<file path="src/rtl/ebis_pkg.sv">
package ebis_pkg;
  typedef enum logic [2:0] {PH_IDLE, PH_TI, PH_T1, PH_T2, PH_T3} phase_e;
  typedef enum logic [1:0] {S_IDLE, S_T1, S_T2, S_T3} state_e;
  typedef struct packed {
    logic csEn;
    logic rdEn;
    logic wrEn;
    logic oeEn;
    logic finish;
  } strobe_t;
endpackage

</file>
<file path="src/rtl/ebis_ctrl.sv">
module ebis_ctrl
  import ebis_pkg::*;
(
  input  logic    clk,
  input  logic    rstN,
  input  logic    reqValid,
  input  logic    reqWrite,
  input  logic    hazard,
  input  logic    isThree,
  output strobe_t strb,
  output logic    reqReady
);
  state_e st, stNext;
  phase_e phase;
  logic   lastState;

  always_comb begin
    case (st)
      S_IDLE:  phase = !reqValid ? PH_IDLE : (hazard ? PH_TI : PH_T1);
      S_T1:    phase = PH_T1;
      S_T2:    phase = PH_T2;
      default: phase = PH_T3;
    endcase
  end

  assign lastState = (phase == PH_T3) || (phase == PH_T2 && !isThree);

  always_comb begin
    case (phase)
      PH_TI:   stNext = S_T1;
      PH_T1:   stNext = S_T2;
      PH_T2:   stNext = lastState ? S_IDLE : S_T3;
      default: stNext = S_IDLE;
    endcase
  end

  always_ff @(posedge clk or negedge rstN) begin
    if (!rstN) st <= S_IDLE;
    else       st <= stNext;
  end

  always_comb begin
    strb.csEn   = (phase == PH_T1) || (phase == PH_T2) || (phase == PH_T3);
    strb.rdEn   = strb.csEn && !reqWrite;
    strb.wrEn   = ((phase == PH_T2) || (phase == PH_T3)) && reqWrite;
    strb.oeEn   = strb.csEn && reqWrite;
    strb.finish = lastState;
  end

  assign reqReady = lastState;

  // an idle state is followed directly by T1
  assert_idle_then_t1_R8: assert property (@(posedge clk) disable iff (!rstN)
    (phase == PH_TI) |=> (phase == PH_T1));

  // a three-state area continues from T2 into T3
  assert_three_state_len_R3: assert property (@(posedge clk) disable iff (!rstN)
    (phase == PH_T2 && isThree) |=> (phase == PH_T3));

  // after ready the sequencer is back at the decision state
  assert_ready_then_free_R3: assert property (@(posedge clk) disable iff (!rstN)
    reqReady |=> (st == S_IDLE));
endmodule

</file>
<file path="src/rtl/ebis_dp.sv">
module ebis_dp
  import ebis_pkg::*;
#(
  parameter int ADDR_W    = 24,
  parameter int DATA_W    = 16,
  parameter int AREA_BITS = 3,
  localparam int NUM_AREAS = 1 << AREA_BITS
) (
  input  logic                 clk,
  input  logic                 rstN,
  input  strobe_t              strb,
  input  logic                 reqValid,
  input  logic [ADDR_W-1:0]    reqAddr,
  input  logic                 reqWrite,
  input  logic [DATA_W-1:0]    reqWdata,
  input  logic                 modeAdvanced,
  input  logic [NUM_AREAS-1:0] areaThreeState,
  input  logic                 cfgLoad,
  input  logic                 cfgRdIdleEn,
  input  logic                 cfgWrIdleEn,
  input  logic [DATA_W-1:0]    busDin,
  output logic                 hazard,
  output logic                 isThree,
  output logic [NUM_AREAS-1:0] csN,
  output logic                 rdN,
  output logic                 wrN,
  output logic                 dataOe,
  output logic [ADDR_W-1:0]    busAddr,
  output logic [DATA_W-1:0]    busDout,
  output logic [DATA_W-1:0]    rdData
);
  logic [AREA_BITS-1:0] area, prevArea;
  logic prevWrite, prevFresh, rdIdleEn, wrIdleEn;
  logic rdRdHazard, wrRdHazard;

  assign area    = reqAddr[ADDR_W-1 -: AREA_BITS];
  assign isThree = areaThreeState[area];

  assign rdRdHazard = !prevWrite && !reqWrite && (area != prevArea) && rdIdleEn && modeAdvanced;
  assign wrRdHazard = !prevWrite && reqWrite && wrIdleEn;
  assign hazard     = prevFresh && reqValid && (rdRdHazard || wrRdHazard);

  always_ff @(posedge clk or negedge rstN) begin
    if (!rstN) begin
      rdIdleEn <= 1'b1;
      wrIdleEn <= 1'b1;
    end else if (cfgLoad) begin
      rdIdleEn <= cfgRdIdleEn;
      wrIdleEn <= cfgWrIdleEn;
    end
  end

  always_ff @(posedge clk or negedge rstN) begin
    if (!rstN) begin
      prevFresh <= 1'b0;
      prevWrite <= 1'b0;
      prevArea  <= '0;
      rdData    <= '0;
    end else begin
      prevFresh <= strb.finish;
      if (strb.finish) begin
        prevWrite <= reqWrite;
        prevArea  <= area;
        if (!reqWrite) rdData <= busDin;
      end
    end
  end

  for (genvar a = 0; a < NUM_AREAS; a++) begin : g_cs
    assign csN[a] = !(strb.csEn && (area == AREA_BITS'(a)));
  end

  assign rdN     = !strb.rdEn;
  assign wrN     = !strb.wrEn;
  assign dataOe  = strb.oeEn;
  assign busAddr = reqAddr;
  assign busDout = reqWdata;

  assert_cs_onehot_R2: assert property (@(posedge clk) disable iff (!rstN)
    $onehot0(~csN));

  assert_quiet_idle_R8: assert property (@(posedge clk) disable iff (!rstN)
    (&csN) |-> (rdN && wrN && !dataOe));

  assert_rd_wr_excl_R10: assert property (@(posedge clk) disable iff (!rstN)
    (rdN || wrN));

  assert_read_capture_R9: assert property (@(posedge clk) disable iff (!rstN)
    (!rdN && strb.finish) |=> (rdData == $past(busDin)));
endmodule

</file>
<file path="src/rtl/ext_bus_idle_seq.sv">
module ext_bus_idle_seq
  import ebis_pkg::*;
#(
  parameter int ADDR_W    = 24,
  parameter int DATA_W    = 16,
  parameter int AREA_BITS = 3,
  localparam int NUM_AREAS = 1 << AREA_BITS
) (
  input  logic                 clk,
  input  logic                 rstN,
  input  logic                 reqValid,
  output logic                 reqReady,
  input  logic [ADDR_W-1:0]    reqAddr,
  input  logic                 reqWrite,
  input  logic [DATA_W-1:0]    reqWdata,
  input  logic                 modeAdvanced,
  input  logic [NUM_AREAS-1:0] areaThreeState,
  input  logic                 cfgLoad,
  input  logic                 cfgRdIdleEn,
  input  logic                 cfgWrIdleEn,
  output logic [ADDR_W-1:0]    busAddr,
  output logic [DATA_W-1:0]    busDout,
  input  logic [DATA_W-1:0]    busDin,
  output logic                 dataOe,
  output logic [NUM_AREAS-1:0] csN,
  output logic                 rdN,
  output logic                 wrN,
  output logic [DATA_W-1:0]    rdData
);
  strobe_t strb;
  logic    hazard, isThree;

  ebis_ctrl u_ctrl (
    .clk(clk), .rstN(rstN), .reqValid(reqValid), .reqWrite(reqWrite),
    .hazard(hazard), .isThree(isThree), .strb(strb), .reqReady(reqReady)
  );

  ebis_dp #(.ADDR_W(ADDR_W), .DATA_W(DATA_W), .AREA_BITS(AREA_BITS)) u_dp (
    .clk(clk), .rstN(rstN), .strb(strb), .reqValid(reqValid),
    .reqAddr(reqAddr), .reqWrite(reqWrite), .reqWdata(reqWdata),
    .modeAdvanced(modeAdvanced), .areaThreeState(areaThreeState),
    .cfgLoad(cfgLoad), .cfgRdIdleEn(cfgRdIdleEn), .cfgWrIdleEn(cfgWrIdleEn),
    .busDin(busDin), .hazard(hazard), .isThree(isThree), .csN(csN),
    .rdN(rdN), .wrN(wrN), .dataOe(dataOe), .busAddr(busAddr),
    .busDout(busDout), .rdData(rdData)
  );
endmodule

</file>
<file path="config.mk">
export PLATFORM = sky130hd
export DESIGN_NAME = ext_bus_idle_seq
export DESIGN_NICKNAME = d
export VERILOG_FILES = /design/src/rtl/ebis_pkg.sv /design/src/rtl/ebis_ctrl.sv /design/src/rtl/ebis_dp.sv /design/src/rtl/ext_bus_idle_seq.sv
export SDC_FILE = /design/constraint.sdc
export NUM_CORES = 1
export LEC_CHECK = 0
export ABC_CLOCK_PERIOD_IN_PS = 2000
export BUFFER_PORTS_ARGS = -buffer_cell sky130_fd_sc_hd__buf_2
export CAP_MARGIN = 40
export CELL_PAD_IN_SITES_DETAIL_PLACEMENT = 1
export CELL_PAD_IN_SITES_GLOBAL_PLACEMENT = 1
export CORE_MARGIN = 8
export CORE_UTILIZATION = 25
export DETAILED_ROUTE_END_ITERATION = 6
export PLACE_DENSITY_LB_ADDON = 0.12
export SYNTH_ARGS = -nofsm -noshare
export SYNTH_HDL_FRONTEND = slang
export SYNTH_SLANG_ARGS = --single-unit
</file>
<file path="constraint.sdc">
create_clock -name clk -period 2 [get_ports clk]
set_clock_uncertainty 0.2 [all_clocks]
set_input_delay 0.2 -clock clk [delete_from_list [all_inputs] [get_ports clk]]
set_output_delay 0.2 -clock clk [all_outputs]
set_load 0.05 [all_outputs]
</file>
==> run_results.csv, run 1 <==
group,metric,value,unit
cts,cts_root_buf,"clkbuf_8",
setup_path,endpoint_kind,"output pin",
floorplanning,rows,30,
setup_path,required,1.60,ns
logic_synthesis,synth_cell_types,36,
logic_synthesis,ys_ff_latch,25,
placement,place_ws,-0.2835,ns
power_and_ir_drop,ir_drop,0.8110,mV
setup_path,cp.arrival,2.00,ns
final_layout,diodes,0,
grt,antenna_found_initial,0,
power_and_ir_drop,leakagePower,1.115,nW
grt,grt_use_total,10.27,%
worst_hold_path,hold_path_class,"in -> reg",
final_layout,fillers,742,
logic_synthesis,synth_top_cell_by_area,"dfrtp_1",
logic_synthesis,synth_top_cells_by_area,"dfrtp_1, buf_4, mux2_4",
floorplanning,core,6756,µm²
timing,min_period_over_period,120.2,%
timing,hold_violations,0,
timing,grt_setup_unrepaired,"yes",
timing,relSlewSlack,62.05,%
detailed_routing,via_per_inst,4.546,
cts,cts_tree,"yes",
status,violations,"setup timing",
timing,worst_pin_slew,0.5693,ns
logic_synthesis,syn-instance-count,153,
logic_synthesis,ys.warnings.count,0,
setup_path,r2r_cells,8,
flow_run,drv_cap,0,
floorplanning,die_h,99.47,µm
detailed_routing,ant_nets,0,
logic_synthesis,post_synth.cell_area_avg,11.38,µm²
worst_hold_path,min_path_cells,2,
floorplanning,die_w,99.47,µm
grt,grt-ovfl-total,0,
worst_hold_path,min_to,"u_dp.prevArea[1]$_DFFE_PN0P_",
cts,clock_sinks,25,
cts,clock_path_buffers,2,
setup_path,r2r_setup_slack,0.03,ns
detailed_routing,drt-pass1-iter-count,2,
timing,fmax,0.4158,GHz
detailed_routing,wl,5.123,mm
timing,setup_viol,11,
grt,grt_start_max_net_pins,26,
setup_path,cp_max_fo,5,
cts,numCtsBuffers,3,
timing,min_period,2.405,ns
setup_path,critical_path.cell_chain,"inv_2, ha_4, nor2b_4, nand3_2, o31ai_4, mux2i_4, nand3b_1, buf_6",
floorplanning,boundaryPins,140,
logic_synthesis,synth_ff_type,"dfrtp_1",
logic_synthesis,syn_area,1742,µm²
logic_synthesis,synth_seq_area_share,36.06,%
setup_path,cp_slowest_stage_delay,0.40,ns
setup_path,worstReg2RegEnd,"u_dp.rdData[2]$_DFFE_PN0P_",
placement,dp_hpwl,3.957,mm
logic_synthesis,ys_async_sr_fraction,100.0,%
power_and_ir_drop,p_per_area,1568,nW/µm²
worst_hold_path,min_from,"reqAddr[22]",
logic_synthesis,synth_edf_count,0,
cts,cts-htree-levels,1,
placement,gp_congestion,0.7695,
logic_synthesis,synth_top_cell_area_share,33.05,%
floorplanning,die_area,9893,µm²
final_layout,layout-drive-gt1-share,64.86,%
status,status,"finished, violations left",
setup_path,r2r_start,"u_ctrl.st[1]$_DFF_PN0_",
detailed_routing,routedWlPerCell,16.96,µm
final_layout,fin_util,36.44,%
detailed_routing,vias,1373,
detailed_routing,drc,0,
logic_synthesis,syn-num-nets,228,
setup_path,critPathLaunchType,"flop",
final_layout,area_delta_synth_final,41.38,%
timing,slew_violations,0,
timing,setup_slack,-0.4048,ns
grt,grt_pass1_vias,1604,
floorplanning,start_util,25.78,%
final_layout,nets,298,
cts,path_clk_slew,0.09,ns
grt,grt_first_pass_wirelength,8.176,mm
detailed_routing,initialDrtViolationCount,17,
setup_path,cpMaxStageDelayCell,"dfrtp_1",
setup_path,critPathKind,"reg -> out",
cts,clock_latency,0.27,ns
placement,io_buffers,65,
-- cells in the final DEF, fill, tap and decap left out, types with 2 or more instances in the layout --
cell / count
and2_4: 2
nor2b_1: 4
xor2_1: 2
clkbuf_8: 3
nor2_1: 4
nand2b_1: 2
mux2i_4: 2
buf_6: 11
nand4b_1: 2
ha_4: 2
nand2_1: 8
inv_1: 2
buf_12: 2
mux2_4: 10
dfstp_2: 2
dlygate4sd3_1: 21
a41oi_2: 2
mux2_2: 11
dfrtp_1: 23
a211oi_2: 3
buf_4: 23
a21oi_1: 2
inv_2: 3
buf_2: 52
-- timing repair --
item,in CTS,in global routing
pin swaps,9,3
hold endpoints to repair,41,0
resized for setup,40,2
cloned,1,0
endpoints found under the setup margin,12,18
buffers inserted,3,0
hold buffers,21,0
-- report_power, final --
part / leakage (nW) / internal, mW / switching (mW)
Clock: 0.0217 / 0.141 / 0.171
Sequential: 0.295 / 0.750 / 0.136
Combinational: 0.799 / 1.09 / 1.57
-- stage by stage --
step / power [mW] / cell area [µm²] / setup TNS, ns / hold WS (ns) / cells
floorplan: 2.815 / 1782 / -1.454 / -0.2956 / 153
global placement: 3.195 / 2022 / -5.598 / 0.02111 / 273
detailed placement: 3.254 / 2022 / -6.993 / 0.04741 / 273
CTS: 3.908 / 2455 / -3.899 / 0.1310 / 302
global route: 4.086 / 2462 / -4.766 / 0.1650 / 302
finish: 3.862 / 2462 / -3.707 / 0.1342 / 302
-- state kept, by name, summed over array words and instances (netlist names) --
| signal | cells |
|---|---|
| u_dp.wrIdleEn | 1 |
| u_dp.prevWrite | 1 |
| u_dp.prevFresh | 1 |
| u_dp.rdIdleEn | 1 |
| u_dp.prevArea | 3 |
| u_ctrl.st | 2 |
| u_dp.rdData | 16 |
-- critical path: cells and delay by family, from the launching register on --
family / cells / cell delay [ns]
AOI/OAI and AO/OA: 1 / 0.38
adders and majority gates: 1 / 0.14
buffers and inverters: 2 / 0.25
DFF: 1 / 0.40
muxes: 1 / 0.16
and+or+nand+nor: 3 / 0.40
-- metal layers --
metal	up-vias	wire (µm)	global-route usage (%)
li1	615	-	-
met1	646	1993	10.59
met2	85	2333	17.25
met3	27	650	5.028
met4	0	146	4.540
met5	-	0	0
-- final cells by class --
type,instances,area (µm²),area share (%)
Tap cell,80,100.1,4.065
Timing Repair Buffer,110,822.0,33.38
Clock buffer,3,41.29,1.677
Sequential cell,25,628.1,25.51
Multi-Input combinational cell,77,838.3,34.04
Clock inverter,1,7.507,0.3049
Inverter,6,25.02,1.016
-- cells by family (layout without fill, tap and decap cells) --
kind of cell,count (synthesis),in the layout,share of synthesized area [%]
flops,25,25,36.06
mux,23,24,17.17
buf+inv,52,120,22.56
simple gates,32,32,10.49
fa+ha+maj,3,3,2.155
compound gates,15,15,10.06
xor+xnor,3,3,1.509
-- how the worst max path moves through the flow --
stage	to	from	slack, ns	cells after the start
global route	csN[3]	u_ctrl.st[0]$_DFF_PN0_	-0.51	9
CTS	dataOe	u_ctrl.st[1]$_DFF_PN0_	-0.42	9
finish	csN[0]	u_ctrl.st[0]$_DFF_PN0_	-0.40	8
detailed placement	dataOe	u_ctrl.st[0]$_DFF_PN0_	-0.28	9
floorplan	csN[3]	u_ctrl.st[1]$_DFF_PN0_	-0.21	7
global placement	u_dp.rdData[4]$_DFFE_PN0P_	reqAddr[22]	-0.21	7
-- cells in the mapped netlist, types with 2 or more instances --
master / count
dfrtp_1: 23
xor2_1: 3
and2_1: 2
nor2_1: 4
mux2_4: 10
buf_6: 4
o21ai_0: 2
dfstp_2: 2
ha_1: 3
a211oi_2: 3
a41oi_1: 2
buf_4: 40
mux2_2: 11
nand4b_1: 2
nand2_1: 8
inv_1: 6
nand3_1: 2
a21oi_1: 3
nand2b_1: 2
nor2b_1: 5
Power figures use the tool's default switching activity.
==> inputs of run 2 (changes only) <==
==> constraint.sdc (replaced) <==
create_clock -name clk -period 2 [get_ports clk]
set_clock_uncertainty 0.2 [all_clocks]
set_input_delay 0.4 -clock clk [delete_from_list [all_inputs] [get_ports clk]]
set_output_delay 0.4 -clock clk [all_outputs]
set_load 0.05 [all_outputs]
==> run_results.csv, run 2 (synthesized netlist as in run 1, its figures left out) <==
group,metric,value,unit
floorplanning,die_h,99.47,µm
final_layout,largest_register_ffs,16,
timing,worst_pin_slew,0.5811,ns
timing,grt_setup_unrepaired,"yes",
floorplanning,die_w,99.47,µm
final_layout,multi_input_area,982.2,µm²
cts,cts_tree,"yes",
placement,io_buffers,65,
timing,hold_violations,0,
placement,dp_hpwl,3.788,mm
power_and_ir_drop,cell_internal_pwr,2.165,mW
final_layout,final_area,2545,µm²
setup_path,critPathLaunchType,"flop",
final_layout,layout-drive-gt1-share,78.37,%
setup_path,required,1.40,ns
detailed_routing,routedWlPerCell,17.55,µm
final_layout,largest_register,"u_dp.rdData",
power_and_ir_drop,power.switching,1.967,mW
grt,grt_first_pass_wirelength,8.148,mm
timing,slew_violations,0,
final_layout,reg_top3,"u_dp.rdData (16), u_dp.prevArea (3), u_ctrl.st (2)",
timing,setup_slack,-0.6064,ns
timing,fmax,0.3837,GHz
final_layout,fin_util,37.67,%
power_and_ir_drop,p_per_area,1623,nW/µm²
setup_path,critPathKind,"reg -> out",
setup_path,endpoint_kind,"output pin",
grt,grt_use_total,10.16,%
timing,setup_viol,28,
status,status,"finished, violations left",
power_and_ir_drop,ir_drop,0.8070,mV
placement,gp_congestion,0.7784,
final_layout,area_delta_synth_final,46.12,%
worst_hold_path,hold_path_class,"in -> reg",
cts,path_clk_slew,0.08,ns
grt,grt_pass1_vias,1610,
final_layout,diodes,0,
detailed_routing,vias,1271,
floorplanning,rows,30,
floorplanning,die_area,9893,µm²
power_and_ir_drop,power_frac_clock,7.1,%
setup_path,cp_max_fo,5,
final_layout,final_common_cell,"buf_2",
timing,min_period,2.606,ns
timing,relSlewSlack,61.26,%
detailed_routing,wl,5.053,mm
cts,cts-htree-levels,1,
timing,hold_slack,0.1627,ns
detailed_routing,ant_nets,0,
grt,antenna_found_initial,0,
detailed_routing,initialDrtViolationCount,12,
final_layout,mostFrequentLayoutCells,"buf_2, dfrtp_1, buf_4, mux2_4, buf_6",
final_layout,fillers,749,
flow_run,drv_cap,0,
cts,numCtsBuffers,3,
setup_path,cp.arrival,2.01,ns
final_layout,ff_latch_area,628.1,µm²
placement,placed_cell_area,1992,µm²
cts,cts_root_buf,"clkbuf_8",
status,violations,"setup timing",
timing,min_period_over_period,130.3,%
grt,grt-ovfl-total,0,
cts,clock_path_buffers,2,
final_layout,nets,284,
floorplanning,start_util,25.78,%
cts,clock_latency,0.26,ns
cts,clock_sinks,25,
grt,grt_start_max_net_pins,26,
power_and_ir_drop,leakagePower,1.162,nW
floorplanning,core,6756,µm²
power_and_ir_drop,p_sw_share,47.61,%
detailed_routing,drt-pass1-iter-count,3,
detailed_routing,via_per_inst,4.413,
detailed_routing,drc,0,
power_and_ir_drop,power_frac_comb,71.3,%
power_and_ir_drop,seq_power_share,21.7,%
floorplanning,boundaryPins,140,
## run 2: cell types whose count changed in the layout (fill, tap and decap cells not counted), moves of 2 or more
cell           previous run  this run
nand2b_1                  2         0
buf_8                     1         7
nor2b_4                   1         4
a211oi_2                  3         1
nand2_2                   0         3
mux2_2                   11         5
nand2b_4                  0         2
nor2b_1                   4         1
buf_4                    23        21
nand2_1                   8         4
dlygate4sd3_1            21         1
mux2_4                   10        16
a211oi_4                  0         2
## run 2: what timing repair did
| action | CTS | global route |
|---|---|---|
| cloned | 3 | 0 |
| setup endpoints to repair | 32 | 34 |
| endpoints found under the hold margin | 23 | 0 |
| pin swaps | 13 | 9 |
| setup buffers | 12 | 2 |
| hold buffers | 1 | 0 |
| gates resized for setup | 71 | 20 |
## run 2: path summary, 6_finish.rpt
| check | slack (ns) | cells after the start | from | to |
|---|---|---|---|---|
| setup reg to reg | 0.01 | 8 | u_ctrl.st[0]$_DFF_PN0_ | u_dp.rdData[4]$_DFFE_PN0P_ |
| min in group asynchronous | 0.46 | 2 | rstN | u_dp.rdData[0]$_DFFE_PN0P_ |
| max in group asynchronous | 0.76 | 2 | rstN | u_dp.wrIdleEn$_DFFE_PN1P_ |
| hold / removal | 0.16 | 2 | busDin[11] | u_dp.rdData[11]$_DFFE_PN0P_ |
| setup / recovery | -0.61 | 9 | u_ctrl.st[0]$_DFF_PN0_ | csN[0] |
| hold reg to reg | 0.30 | 1 | u_dp.prevWrite$_DFFE_PN0P_ | u_dp.prevWrite$_DFFE_PN0P_ |
## run 2: layer usage
layer	wire length (µm)	up-vias	global-route usage [%]	part of all wire (%)
li1	-	585	-	-
met3	543	8	4.609	11
met4	28	0	2.445	0.55
met2	2582	80	18.18	51
met5	0	-	0	0
met1	1898	598	10.53	38
## run 2: stage by stage
| step | power, mW | instances | setup WS (ns) | setup TNS (ns) |
|---|---|---|---|---|
| finish | 4.132 | 288 | -0.6064 | -8.279 |
| global route | 4.386 | 288 | -0.7143 | -10.42 |
| CTS | 4.084 | 289 | -0.6534 | -8.650 |
| detailed placement | 3.208 | 271 | -0.6905 | -18.62 |
| global placement | 3.166 | 271 | -0.5952 | -16.04 |
| floorplan | 2.803 | 153 | -0.6008 | -7.622 |
## run 2: power groups by stage
stage | Sequential [mW] | Combinational (mW) | Clock, mW
floorplan | 1.47 | 1.34 | 0
global placement | 0.884 | 2.28 | 0
detailed placement | 0.884 | 2.32 | 0
CTS | 0.891 | 2.88 | 0.310
global route | 0.932 | 3.12 | 0.334
finish | 0.896 | 2.94 | 0.292
## run 2: layout make-up
cell class,instances,area share (%)
clock buffer,4,1.770
inverter,6,1.131
multi-input combinational,77,38.59
sequential,25,24.68
tap,80,3.933
timing repair buffer,96,29.89
## run 2: critical path, cell delays in order, from the launching register on
cell and delay [ns]:
dfrtp_1 0.40, inv_2 0.09, ha_4 0.13, nor2b_4 0.16
buf_6 0.11, nand3_4 0.08, o31ai_4 0.31, mux2i_4 0.16
nand3b_1 0.15, buf_6 0.17
